[src/rtl/regbuf_pkg.sv]
package regbuf_pkg;

  typedef enum logic [1:0] {
    MAP_SINGLE     = 2'd0,
    MAP_DUAL_SPLIT = 2'd1,
    MAP_DUAL_PAIR  = 2'd2
  } map_mode_e;

  function automatic map_mode_e decode_mode(input logic wide, input logic pair_layout);
    if (!wide)           return MAP_SINGLE;
    else if (pair_layout) return MAP_DUAL_PAIR;
    else                 return MAP_DUAL_SPLIT;
  endfunction

  function automatic int bus_width(input int single_w, input int dual_w);
    return (2 * dual_w > single_w) ? 2 * dual_w : single_w;
  endfunction

endpackage

[src/rtl/regbuf_rst_sync.sv]
module regbuf_rst_sync #(
  parameter int STAGES = 2
) (
  input  logic clk,
  input  logic rst_n,
  output logic run
);

  logic [STAGES-1:0] stg;

  always_ff @(posedge clk or negedge rst_n) begin
    if (!rst_n) stg <= '0;
    else        stg <= {stg[STAGES-2:0], 1'b1};
  end

  assign run = stg[STAGES-1];

  // once running, the buffer stays running until reset falls again
  assert_run_sticky_R2: assert property (@(posedge clk) disable iff (!rst_n)
    run |=> run);

endmodule

[src/rtl/regbuf_lane_map.sv]
module regbuf_lane_map
  import regbuf_pkg::*;
#(
  parameter int SINGLE_W = 25,
  parameter int DUAL_W   = 14,
  localparam int OUT_W   = bus_width(SINGLE_W, DUAL_W)
) (
  input  map_mode_e           mode,
  input  logic [SINGLE_W-1:0] d,
  output logic [OUT_W-1:0]    y
);

  for (genvar j = 0; j < OUT_W; j++) begin : g_lane
    localparam bit HAS_S = (j < SINGLE_W);
    localparam bit HAS_D = (j < 2 * DUAL_W);
    localparam int S_IDX = HAS_S ? j : 0;
    localparam int A_IDX = HAS_D ? (j % DUAL_W) : 0;
    localparam int B_IDX = HAS_D ? (j / 2) : 0;

    logic s_bit, a_bit, b_bit;
    assign s_bit = HAS_S ? d[S_IDX] : 1'b0;
    assign a_bit = HAS_D ? d[A_IDX] : 1'b0;
    assign b_bit = HAS_D ? d[B_IDX] : 1'b0;

    always_comb begin
      unique case (mode)
        MAP_SINGLE:     y[j] = s_bit;
        MAP_DUAL_SPLIT: y[j] = a_bit;
        MAP_DUAL_PAIR:  y[j] = b_bit;
        default:        y[j] = 1'b0;
      endcase
    end
  end

endmodule

[src/rtl/regbuf_out_reg.sv]
module regbuf_out_reg #(
  parameter int W = 28
) (
  input  logic         clk,
  input  logic         rst_n,
  input  logic         load_en,
  input  logic [W-1:0] d_next,
  output logic [W-1:0] q
);

  always_ff @(posedge clk or negedge rst_n) begin
    if (!rst_n)       q <= '0;
    else if (load_en) q <= d_next;
  end

endmodule

[src/rtl/regbuf_fanout.sv]
module regbuf_fanout
  import regbuf_pkg::*;
#(
  parameter int SINGLE_W    = 25,
  parameter int DUAL_W      = 14,
  parameter int SYNC_STAGES = 2,
  localparam int OUT_W      = bus_width(SINGLE_W, DUAL_W)
) (
  input  logic                clk,
  input  logic                rst_n,
  input  logic                wide_mode,
  input  logic                layout_b,
  input  logic                hold_a,
  input  logic                hold_b,
  input  logic [SINGLE_W-1:0] d_in,
  output logic [OUT_W-1:0]    q_out
);

  logic            run;
  logic            freeze;
  logic            load_en;
  map_mode_e       mode;
  logic [OUT_W-1:0] lane_vec;

  regbuf_rst_sync #(.STAGES(SYNC_STAGES)) u_sync (
    .clk   (clk),
    .rst_n (rst_n),
    .run   (run)
  );

  assign mode = decode_mode(wide_mode, layout_b);

  regbuf_lane_map #(.SINGLE_W(SINGLE_W), .DUAL_W(DUAL_W)) u_map (
    .mode (mode),
    .d    (d_in),
    .y    (lane_vec)
  );

  assign freeze  = hold_a & hold_b;
  assign load_en = run & ~freeze;

  regbuf_out_reg #(.W(OUT_W)) u_reg (
    .clk     (clk),
    .rst_n   (rst_n),
    .load_en (load_en),
    .d_next  (lane_vec),
    .q       (q_out)
  );

  // both selects high at a running edge keep the outputs
  assert_freeze_stable_R6: assert property (@(posedge clk) disable iff (!rst_n)
    (run && hold_a && hold_b) |=> $stable(q_out));

  // any select low at a running edge loads the mapped word
  assert_load_mapped_R7: assert property (@(posedge clk) disable iff (!rst_n)
    (run && !(hold_a && hold_b)) |=> (q_out == $past(lane_vec)));

  // no load reaches the outputs before the release synchroniser finishes
  assert_quiet_until_run_R2: assert property (@(posedge clk) disable iff (!rst_n)
    !run |=> (q_out == '0));

  if (OUT_W > SINGLE_W) begin : g_idle_single
    // pins above the single-copy width stay low in that layout
    assert_idle_high_pins_R3: assert property (@(posedge clk) disable iff (!rst_n)
      !wide_mode |-> (q_out[OUT_W-1:SINGLE_W] == '0));
  end

  for (genvar i = 0; i < DUAL_W; i++) begin : g_dup_chk
    // split layout mirrors bit i on index i+DUAL_W
    assert_split_copy_R4: assert property (@(posedge clk) disable iff (!rst_n)
      (wide_mode && !layout_b) |-> (q_out[i] == q_out[i+DUAL_W]));
    // pair layout mirrors bit i on indices 2i and 2i+1
    assert_pair_copy_R5: assert property (@(posedge clk) disable iff (!rst_n)
      (wide_mode && layout_b) |-> (q_out[2*i] == q_out[2*i+1]));
  end

endmodule

[config.mk]
export PLATFORM = sky130hd
export DESIGN_NAME = regbuf_fanout
export DESIGN_NICKNAME = d
export VERILOG_FILES = /design/src/rtl/regbuf_pkg.sv /design/src/rtl/regbuf_rst_sync.sv /design/src/rtl/regbuf_lane_map.sv /design/src/rtl/regbuf_out_reg.sv /design/src/rtl/regbuf_fanout.sv
export SDC_FILE = /design/constraint.sdc
export NUM_CORES = 1
export LEC_CHECK = 0
export ABC_AREA = 1
export CAP_MARGIN = 10
export CORE_ASPECT_RATIO = 1.1
export CORE_MARGIN = 2
export CORE_UTILIZATION = 39
export CTS_CLUSTER_SIZE = 40
export DETAILED_ROUTE_END_ITERATION = 16
export GPL_TIMING_DRIVEN = 0
export PLACE_DENSITY_LB_ADDON = 0.05
export SLEW_MARGIN = 20
export SYNTH_ARGS = -nofsm -noshare
export SYNTH_HDL_FRONTEND = slang
export SYNTH_SLANG_ARGS = --single-unit
[constraint.sdc]
create_clock -name clk -period 0.9 [get_ports clk]
set_input_delay 0.09 -clock clk [delete_from_list [all_inputs] [get_ports clk]]
set_output_delay 0.09 -clock clk [all_outputs]
set_load 0.01 [all_outputs]
Word level (Yosys, flattened, before mapping)
Index checks and enable logic that the tools add are counted.
W data, S select, Z words.
{ "op_classes": {"eq_ne": 2, "n_mux": 30, "bitwise_logic": 3, "reduce_logical": 4} }
{ "op_table": {"columns": ["operator", "count"], "rows": [
  ["$pmux W1 S3", 11],
  ["$pmux W1 S2", 15],
  ["$mux W2", 2],
  ["$reduce_or A2 Y1", 2],
  ["$reduce_or A3 Y1", 1],
  ["$and A1 B1 Y1", 2],
  ["$eq A2 B1 Y1 const B", 1],
  ["$eq A2 B2 Y1 const B", 1],
  ["$logic_not A2 Y1", 1],
  ["$mux W1", 2],
  ["$not A1 Y1", 1]
]} }
{ "word_totals": {"ff_bits": 30, "in_bits": 31, "out_inout_bits": 28, "wordCells": 41} }

Logic depth before layout (Yosys ltp)
{ "logic_depth": {"word_depth": 5, "mapped_depth": 7, "ltp_nobuf": 6} }

Modules after synthesis
From an unflattened synthesis, not the netlist that was laid out.
{ "unflattened": {"hier_cells": 246, "area_unflattened_um2": 1740.4} }
{ "modules_own_cells": {"columns": ["mod", "instances", "cells_each", "area_each_um2", "seq_area_each_um2"], "rows": [
  ["regbuf_out_reg", 1, 118, 1076.0, 700.7],
  ["regbuf_lane_map", 1, 119, 580.6, 0.0],
  ["regbuf_rst_sync", 1, 3, 53.8, 50.0],
  ["regbuf_fanout", 1, 6, 30.0, 0.0]
]} }

Worst setup path before layout
OpenSTA, ideal clock, no wires.
{ "synth_timing": {"path_kind": "register to register", "startpoint": "register u_sync.stg[1]", "endpoint": "register u_reg.q[10]", "setup_ps": 65, "arrival_time_ps": 874, "required_time_ps": 835, "setup_slack_ps": -39, "stages_incl_launch_ff": 6, "path_buffers": 2, "period_less_slack_ps": 939, "path_cell_list": "dfrtp_1 nand2_1 buf_4 buf_2 nand2_1 nand2_1"} }
{ "synth_via": {"elab_chain_cells": 1} }
{ "synth_lines": {"columns": ["element", "line_no", "source"], "rows": [
  ["start: declaration", "regbuf_rst_sync.sv:9", "logic [STAGES-1:0] stg;"],
  ["start signal: assignment", "regbuf_rst_sync.sv:13", "else stg <= {stg[STAGES-2:0], 1'b1};"],
  ["$and A1 B1 Y1", "regbuf_fanout.sv:40", "assign load_en = run & ~freeze;"],
  ["end signal: assignment", "regbuf_out_reg.sv:13", "else if (load_en) q <= d_next;"],
  ["end: declaration", "regbuf_out_reg.sv:8", "output logic [W-1:0] q"]
]} }
No other way between the ends.
A chain may end at the register's enable or synchronous reset.

Worst setup path after layout
{ "layout_timing": {"startpoint": "register u_reg.q[20]", "endpoint": "output port q_out[20]"} }
{ "layout_lines": {"columns": ["element", "line_no", "source"], "rows": [
  ["end: declaration", "regbuf_fanout.sv:16", "output logic [OUT_W-1:0] q_out"]
]} }
No word-level cell between the ends.

==> out/results.txt <==
status - complete, but fails checks
failing checks - setup timing
initial core utilization - 40.8%
Worst Path Required - 0.81 ns
Worst Path Arrival - 0.82 ns
dpl hpwl - 2950 um
WL/cell - 12.1 um
Power Density - 1640 nW/um2
Sink Count - 30
Final period util - 101%
Crit-path slowest cell - dfrtp_1
Die Wd - 63.2 um
Post-synth EDFFs - 0
gp weighted congestion - 0.819
Commonest cells post-synth - nand2_1, dfrtp_1, nand3_1, buf_4, buf_2
Fillers - 377
setup ws final - -0.00939 ns
max-cap violations - 0
input/output buffers - 57
share of layout cells above drive strength 1 - 23.3%
CTS H-tree lvls - 2
post-synth net total - 242
number of buffers created by CTS - 5
Syn Inst Count - 211
CTS tree - yes
crit path capture type - primary output
drt initial violations - 58
RSZ-0062 raised after global routing - true
yosys warns - 0
post-synthesis sequential area ratio - 50.0%
Synth Area per Inst - 7.12 um2
grt ovf - 0
gr usage total - 20.3%
clock latency on the worst-skew pair - 0.28 ns
core region area - 3680 um2
Boundary Pins - 59
Hold Fails Final Rpt - 0
Die Span Y - 69.1 um
Routed WL - 4090 um
die area - 4370 um2
CP top delay family - flip-flops
crit path kind - reg -> out
Hold Path Class - in -> reg
CP startpoint kind - flop
Final ANT Viol Nets - 0
Clock Skew - 0.00692 ns
PnR Total Power - 0.00368 W
First-pass DRT Iterations - 4
largest net degree at the start of global routing - 31
CP bufs+invs - 1
final core occ - 61.0%
Cell Chain, Critical Path - buf_2
Worst Path Max Fanout - 2
Clock Tree Root - clkbuf_8
first-pass GRT wire length - 7040 um
Hold Slack - 0.244 ns
clock buffer depth - 2
Final min period - 0.909 ns
top cells by area, synth - dfrtp_1, nand2_1, nand3_1
area growth from synthesis to layout - 49.5%
final net count - 318
top-count cell post-synth - nand2_1
mapped cell area - 1500 um2
Max Clock Freq - 1100 MHz
worst vdd ir - 0.892 mV
Final setup viols - 3
ys async rst share - 100%
Top FF cell, synth - dfrtp_1
Antenna Cells - 0
via count - 1568
Clock Pin Slew Worst Setup and Hold Paths - 0.06 ns
highest cell delay on the worst timing path - 0.39 ns
standard-cell rows - 23
vias in the first global route - 1611
DP Worst Slack - -0.455 ns
number of synthesized register bits - 30
Pleak - 1.27 nW
initial antenna violation count - 0
biggest area consumer among synthesized cells - dfrtp_1
# DRC - 0
Yosys top cell area share - 50.0%
Yosys cell types - 13
final slew viol count - 0
routed vias/inst - 4.64
cell usage in the layout, fill, tap and decap left out:
cell,netlist,routed
clkinv_2,0,1
nand2_1,134,128
clkbuf_1,1,1
inv_2,2,1
clkbuf_4,0,2
dlygate4sd3_1,0,1
dlygate4sd2_1,0,1
conb_1,1,1
clkbuf_8,0,6
inv_4,0,1
buf_8,0,1
buf_6,1,8
nor2_1,1,1
clkdlybuf4s50_1,0,27
nand3_1,28,28
nand2_2,1,7
buf_4,6,15
dfrtp_1,30,30
o21ai_0,1,1
inv_1,2,2
buf_2,3,25
registers in the layout (all words and copies together) (netlist names):
signal,count
u_sync.stg,2
u_reg.q,28
where the power goes:
group / total (W) / internal, W / switching (W)
sequential: 0.00160 / 0.00152 / 0.0000848
combinational: 0.000976 / 0.000489 / 0.000486
clock: 0.00110 / 0.000615 / 0.000488
final timing paths:
path                                 endpoint  depth (start not counted)  slack, ns           from
worst max-delay path                q_out[20]                          1     -0.009    u_reg.q[20]
worst min-delay path              u_reg.q[26]                          6       0.24       layout_b
worst max register to register    u_reg.q[27]                          4          0  u_sync.stg[1]
worst min register to register  u_sync.stg[1]                          0       0.35  u_sync.stg[0]
max in group asynchronous         u_reg.q[18]                          2       0.28          rst_n
min in group asynchronous          u_reg.q[3]                          2       0.31          rst_n
routing by layer:
metal	wire length [um]	track usage, %	vias up
met5	0	0	-
met4	71	8.21	0
met3	239	5.55	8
met2	1890	32.7	45
met1	1890	25.7	713
li1	-	-	802
area by class of cell:
class,count,area [um2],share of cell area [%]
inverters,4,17.5,0.780
multi-input cells,166,677,30.1
clock inverters,1,5.00,0.223
plain buffers,10,97.6,4.35
clock buffers,7,86.3,3.84
repair buffers,70,549,24.5
flip-flops and latches,30,751,33.4
well taps,50,62.6,2.79
per-stage QoR:
stage                     instance area (um2)  instances  TNS (ns)
after floorplan                          1510        211         0
after global placement                   2150        318    -35.79
after detailed placement                 2140        318    -12.09
after CTS                                2170        334   -0.0301
after global routing                     2250        338     -1.12
final                                    2250        338   -0.0148
logic make-up after synthesis:
family	share of synthesized area, %
buffers and inverters	5.99
AOI/OAI and AO/OA	0.333
other	0.250
DFF	50.0
and+or+nand+nor	43.5
repair_timing:
| action | in CTS | in global routing |
|---|---|---|
| setup endpoints to repair | 56 | 83 |
| setup buffers | 8 | 4 |
| pin swaps | 1 | 0 |
| hold endpoints to repair | 30 | 0 |
| hold buffers | 1 | 0 |
| resized for setup | 120 | 11 |
(Power assumes the default switching activity.)
